File: config.mk
export PLATFORM = sky130hd
export DESIGN_NAME = usb_irq_wrapper
export DESIGN_NICKNAME = d
export VERILOG_FILES = /design/src/rtl/usb_irq_wrapper.sv
export SDC_FILE = /design/constraint.sdc
export NUM_CORES = 1
export LEC_CHECK = 0
export ABC_AREA = 1
export BUFFER_PORTS_ARGS = -buffer_cell sky130_fd_sc_hd__buf_2
export CORE_MARGIN = 10
export CORE_UTILIZATION = 46
export DETAILED_ROUTE_END_ITERATION = 10
export GPL_TIMING_DRIVEN = 0
export MAX_ROUTING_LAYER = met4
export PLACE_DENSITY = 0.74
export SLEW_MARGIN = 20
export SYNTH_ARGS = -nofsm -noshare
export SYNTH_HDL_FRONTEND = slang
export SYNTH_SLANG_ARGS = --single-unit
File: constraint.sdc
create_clock -name clk -period 1.1 [get_ports clk]
set_input_delay 0.11 -clock clk [delete_from_list [all_inputs] [get_ports clk]]
set_output_delay 0.11 -clock clk [all_outputs]
set_load 0.01 [all_outputs]
File: src/rtl/usb_irq_wrapper.sv
module usb_irq_wrapper #(
  parameter logic [31:0] REVISION = 32'h4EA1_0200,
  parameter int          AW       = 8
) (
  input  logic          clk,
  input  logic          rst_n,
  input  logic          bus_wr,
  input  logic [AW-1:0] bus_addr,
  input  logic [31:0]   bus_wdata,
  output logic [31:0]   bus_rdata,
  input  logic [4:0]    tx_evt,
  input  logic [3:0]    rx_evt,
  input  logic [7:0]    core_evt,
  input  logic          vbus_drive,
  output logic          irq
);

  localparam logic [AW-1:0] A_REV    = AW'(8'h00);
  localparam logic [AW-1:0] A_CTRL   = AW'(8'h04);
  localparam logic [AW-1:0] A_STAT   = AW'(8'h08);
  localparam logic [AW-1:0] A_EMU    = AW'(8'h0C);
  localparam logic [AW-1:0] A_SRC    = AW'(8'h20);
  localparam logic [AW-1:0] A_SSET   = AW'(8'h24);
  localparam logic [AW-1:0] A_SCLR   = AW'(8'h28);
  localparam logic [AW-1:0] A_MASK   = AW'(8'h2C);
  localparam logic [AW-1:0] A_MSET   = AW'(8'h30);
  localparam logic [AW-1:0] A_MCLR   = AW'(8'h34);
  localparam logic [AW-1:0] A_MSKD   = AW'(8'h38);
  localparam logic [AW-1:0] A_EOI    = AW'(8'h3C);
  localparam logic [31:0]   VALID    = 32'h01FF_1E1F;

  logic [31:0] src_q, mask_q;
  logic        armed_q, irq_q, vbus_q;
  logic [2:0]  emu_q;

  wire soft_rst = bus_wr && bus_addr == A_CTRL && bus_wdata[0];
  wire eoi_wr   = bus_wr && bus_addr == A_EOI;
  wire vbus_chg = vbus_drive != vbus_q;

  wire [31:0] hw_evt  = {7'b0, vbus_chg, core_evt, 3'b0, rx_evt, 1'b0, 3'b0, tx_evt};
  wire [31:0] s_set   = (bus_wr && bus_addr == A_SSET) ? bus_wdata : 32'b0;
  wire [31:0] s_clr   = (bus_wr && bus_addr == A_SCLR) ? bus_wdata : 32'b0;
  wire [31:0] m_set   = (bus_wr && bus_addr == A_MSET) ? bus_wdata : 32'b0;
  wire [31:0] m_clr   = (bus_wr && bus_addr == A_MCLR) ? bus_wdata : 32'b0;
  wire [31:0] masked  = src_q & mask_q;
  wire        fire    = armed_q && (|masked);

  always_ff @(posedge clk or negedge rst_n) begin
    if (!rst_n) begin
      src_q   <= '0;
      mask_q  <= '0;
      armed_q <= 1'b1;
      irq_q   <= 1'b0;
      vbus_q  <= 1'b0;
      emu_q   <= '0;
    end else begin
      vbus_q <= vbus_drive;
      if (bus_wr && bus_addr == A_EMU) emu_q <= bus_wdata[2:0];
      if (soft_rst) begin
        src_q   <= '0;
        mask_q  <= '0;
        armed_q <= 1'b1;
        irq_q   <= 1'b0;
      end else begin
        src_q   <= (((src_q | s_set) & ~s_clr) | hw_evt) & VALID;
        mask_q  <= ((mask_q | m_set) & ~m_clr) & VALID;
        irq_q   <= fire;
        armed_q <= eoi_wr ? 1'b1 : (fire ? 1'b0 : armed_q);
      end
    end
  end

  assign irq = irq_q;

  always_comb begin
    unique case (bus_addr)
      A_REV:   bus_rdata = REVISION;
      A_STAT:  bus_rdata = {31'b0, vbus_drive};
      A_EMU:   bus_rdata = {29'b0, emu_q};
      A_SRC:   bus_rdata = src_q;
      A_MASK:  bus_rdata = mask_q;
      A_MSKD:  bus_rdata = masked;
      default: bus_rdata = 32'b0;
    endcase
  end

  initial a_r1_rev_nonzero: assert (REVISION != 32'b0);

  a_r4_event_beats_clear: assert property (@(posedge clk) disable iff (!rst_n)
    (tx_evt[0] && !soft_rst) |=> src_q[0]);

  a_r6_irq_has_cause: assert property (@(posedge clk) disable iff (!rst_n)
    $rose(irq) |-> $past(|(src_q & mask_q)));

  a_r7_quiet_until_eoi: assert property (@(posedge clk) disable iff (!rst_n)
    (!armed_q && !eoi_wr && !soft_rst) |=> (!armed_q && !irq));

  a_r7_single_pulse: assert property (@(posedge clk) disable iff (!rst_n)
    (irq && !armed_q && !eoi_wr) |=> !irq);

  a_r9_soft_reset: assert property (@(posedge clk) disable iff (!rst_n)
    soft_rst |=> (src_q == 32'b0 && mask_q == 32'b0 && !irq && armed_q));

  a_r3_status_live: assert property (@(posedge clk) disable iff (!rst_n)
    (bus_addr == A_STAT) |-> (bus_rdata == {31'b0, vbus_drive}));

endmodule

==> flow_metrics.tcl <==
set metrics [dict create \
    gp_congestion 0.8762 \
    pwr_density_cell_mw_per_mm2 773.6 \
    htreeDepth 2 \
    final_nets 579 \
    drt_iter0_markers 331 \
    irDropWorstVdd_mv 0.4960 \
    cp-start-kind "primary input" \
    p_switching_mw 0.8319 \
    cts_tree "done" \
    antenna_found_initial 0 \
    slew_headroom_pct 35.02 \
    fp.dieH_um 97.88 \
    period_share_pct 129.6 \
    maxSlewViolCount 0 \
    synthCells 402 \
    clk_pin_slew_worst_paths_ns 0.08 \
    initial_core_util_pct 47.13 \
    status "finished with violations" \
    die_area_sq_mm 0.009580 \
    pwr-share-comb_pct 15.4 \
    critPathKind "in2out" \
    hold_slack_ns -0.04931 \
    clock_latency_ns 0.30 \
    overflow 0 \
    cp.arrival_ns 1.32 \
    root_buffer "clkbuf_8" \
    synth_cell_type_count 25 \
    final_cell_mix "143 x nand2_1, 60 x buf_2, 42 x inv_1" \
    syn_area_per_cell_sq_um 6.941 \
    maxCapViolCount 0 \
    drive_gt1_share_pct 35.33 \
    required_ns 0.99 \
    leakage_nw 2.155 \
    fmax_mhz 701.6 \
    wl_per_cell_um 15.82 \
    setup-violations-final 59 \
    wirelength_um 9383 \
    rows 28 \
    yosys_warnings 0 \
    synth-edff-count 0 \
    pin_count 94 \
    setup_slack_ns -0.3253 \
    power_frac_seq_pct 53.2 \
    p_clk_share_pct 31.5 \
    path_max_fanout 7 \
    final_common_cell "nand2_1" \
    netlist_area_sq_mm 0.002790 \
    syn2layout_area_growth_pct 41.03 \
    dp_slack_ns -0.4697 \
    drtAntennaViolNets 0 \
    clk_path_buf_depth 2 \
    core_sq_mm 0.005921 \
    vias_per_cell 5.234 \
    worst_setup_path_end_kind "primary output" \
    diodes 0 \
    synth-seq-cells 42 \
    switching_share_pct 27.33 \
    intPower_mw 2.212 \
    hpwl_um 5917 \
    ys_seq_area_share_pct 37.71 \
    hold_viol 41 \
    post-route-util_pct 66.46 \
    grt_first_pass_wirelength_um 14060 \
    layout.cells.non_filler 593 \
    drc 0 \
    cts_buffers 5 \
    clock_sinks 42 \
    grt_setup_unrepaired "true" \
    port_buffers 69 \
    hold_class "in2async" \
    skew_ns 0.008898 \
    grt_usage_pct 18.05 \
    grt_max_degree 43 \
    tightest_slew_ns 0.9747 \
    violations "negative hold slack, negative setup slack" \
    min_period_ns 1.425 \
    grt_pass1_vias 2877 \
    synthFlopType "dfrtp_1" \
    num_vias 3104 \
    drtPass1Iterations 5 \
    placed_cells 555 \
    synth-async-reset-ratio_pct 100.0 \
    die_w_um 97.88 \
]
worst max-delay path: stages:
cell     delay [ns]
buf_6          0.09
nor2_4         0.20
nand3_4        0.12
nor2_4         0.22
buf_6          0.18
nand2_2        0.06
o21ai_2        0.07
nor2_1         0.07
nand2_1        0.06
buf_2          0.13
flip-flops by register name, indices dropped and copies added (netlist names):
signal,flops
vbus_q,1
emu_q,3
armed_q,1
src_q,18
mask_q,18
irq,1
power groups by stage:
stage / Clock, mW / Combinational, mW / Sequential (mW)
6_report: 0.958 / 0.467 / 1.62
5_1_grt: 1.03 / 0.507 / 1.62
4_1_cts: 0.964 / 0.422 / 1.62
3_5_place_dp: 0 / 0.374 / 1.65
3_3_place_gp: 0 / 0.366 / 1.65
2_1_floorplan: 0 / 0.187 / 1.64
cells by family after synthesis:
family / after synthesis / synth area share, %
other: 1 / 0.1344
AOI/OAI and AO/OA: 65 / 14.22
and+or+nand+nor: 221 / 34.48
xor gates and xnor gates: 1 / 0.3140
buffers and inverters: 72 / 13.14
DFF: 42 / 37.71
metal layers:
metal	up-vias	wire, um	global-route usage, %
li1	1494	-	-
met4	0	282	5.928
met2	177	4586	29.70
met3	31	777	3.383
met5	-	0	-
met1	1402	3737	21.69
synth_stat cells (2+ instances only):
library cell | n | area share, %
nand2_1 | 152 | 20
inv_1 | 43 | 5.8
dfrtp_1 | 41 | 37
a21oi_1 | 31 | 5.6
nor2_1 | 27 | 3.6
nand3_1 | 23 | 4.1
buf_4 | 17 | 4.6
o211ai_1 | 12 | 3.2
a21oi_2 | 11 | 3.5
o21ai_0 | 10 | 1.8
inv_2 | 5 | 0.67
nand4_1 | 5 | 1.1
nor2_4 | 5 | 2.0
buf_6 | 4 | 1.6
nand3_2 | 3 | 1.1
nor2_2 | 3 | 0.67
buf_2 | 2 | 0.36
final timing paths:
check | from | to | slack [ns] | cells past startpoint
setup / recovery | bus_addr[1] | bus_rdata[0] | -0.33 | 10
hold / removal | rst_n | emu_q[0]$_DFFE_PN0P_ | -0.05 | 1
setup reg to reg | src_q[20]$_DFF_PN0_ | irq$_DFF_PN0_ | -0.03 | 4
hold reg to reg | emu_q[1]$_DFFE_PN0P_ | emu_q[1]$_DFFE_PN0P_ | 0.49 | 2
max in group asynchronous | rst_n | src_q[18]$_DFF_PN0_ | 0.53 | 1
min in group clk | tx_evt[1] | src_q[1]$_DFF_PN0_ | 0.04 | 3
repair_timing:
item                                    4_1_cts  5_1_grt
endpoints found under the setup margin       43       60
gates cloned                                  1        2
hold endpoints to repair                      2        0
buffers inserted                             23        4
hold buffers                                  1        0
resized for setup                            48       35
pin swaps                                    15       16
cell type report:
| class | count | area (sq um) |
|---|---|---|
| multi-input cells | 297 | 1550 |
| fillers | 483 | 1986 |
| clock buffers | 7 | 76.32 |
| flip-flops and latches | 42 | 1052 |
| well taps | 75 | 93.84 |
| inverters | 48 | 187.7 |
| plain buffers | 24 | 254.0 |
| repair buffers | 100 | 720.7 |
per-stage QoR:
stage	area [sq um]	total power, mW	hold slack (ns)	setup TNS, ns
2_1_floorplan	2839	1.827	-0.1856	-0.09516
3_3_place_gp	3278	2.011	0.2699	-17.71
3_5_place_dp	3278	2.020	0.2722	-19.35
4_1_cts	3746	3.003	-0.001836	-6.967
5_1_grt	3935	3.162	0.02757	-14.61
6_report	3935	3.044	-0.04931	-10.68
Note: power is estimated with default switching activity, not from simulation.
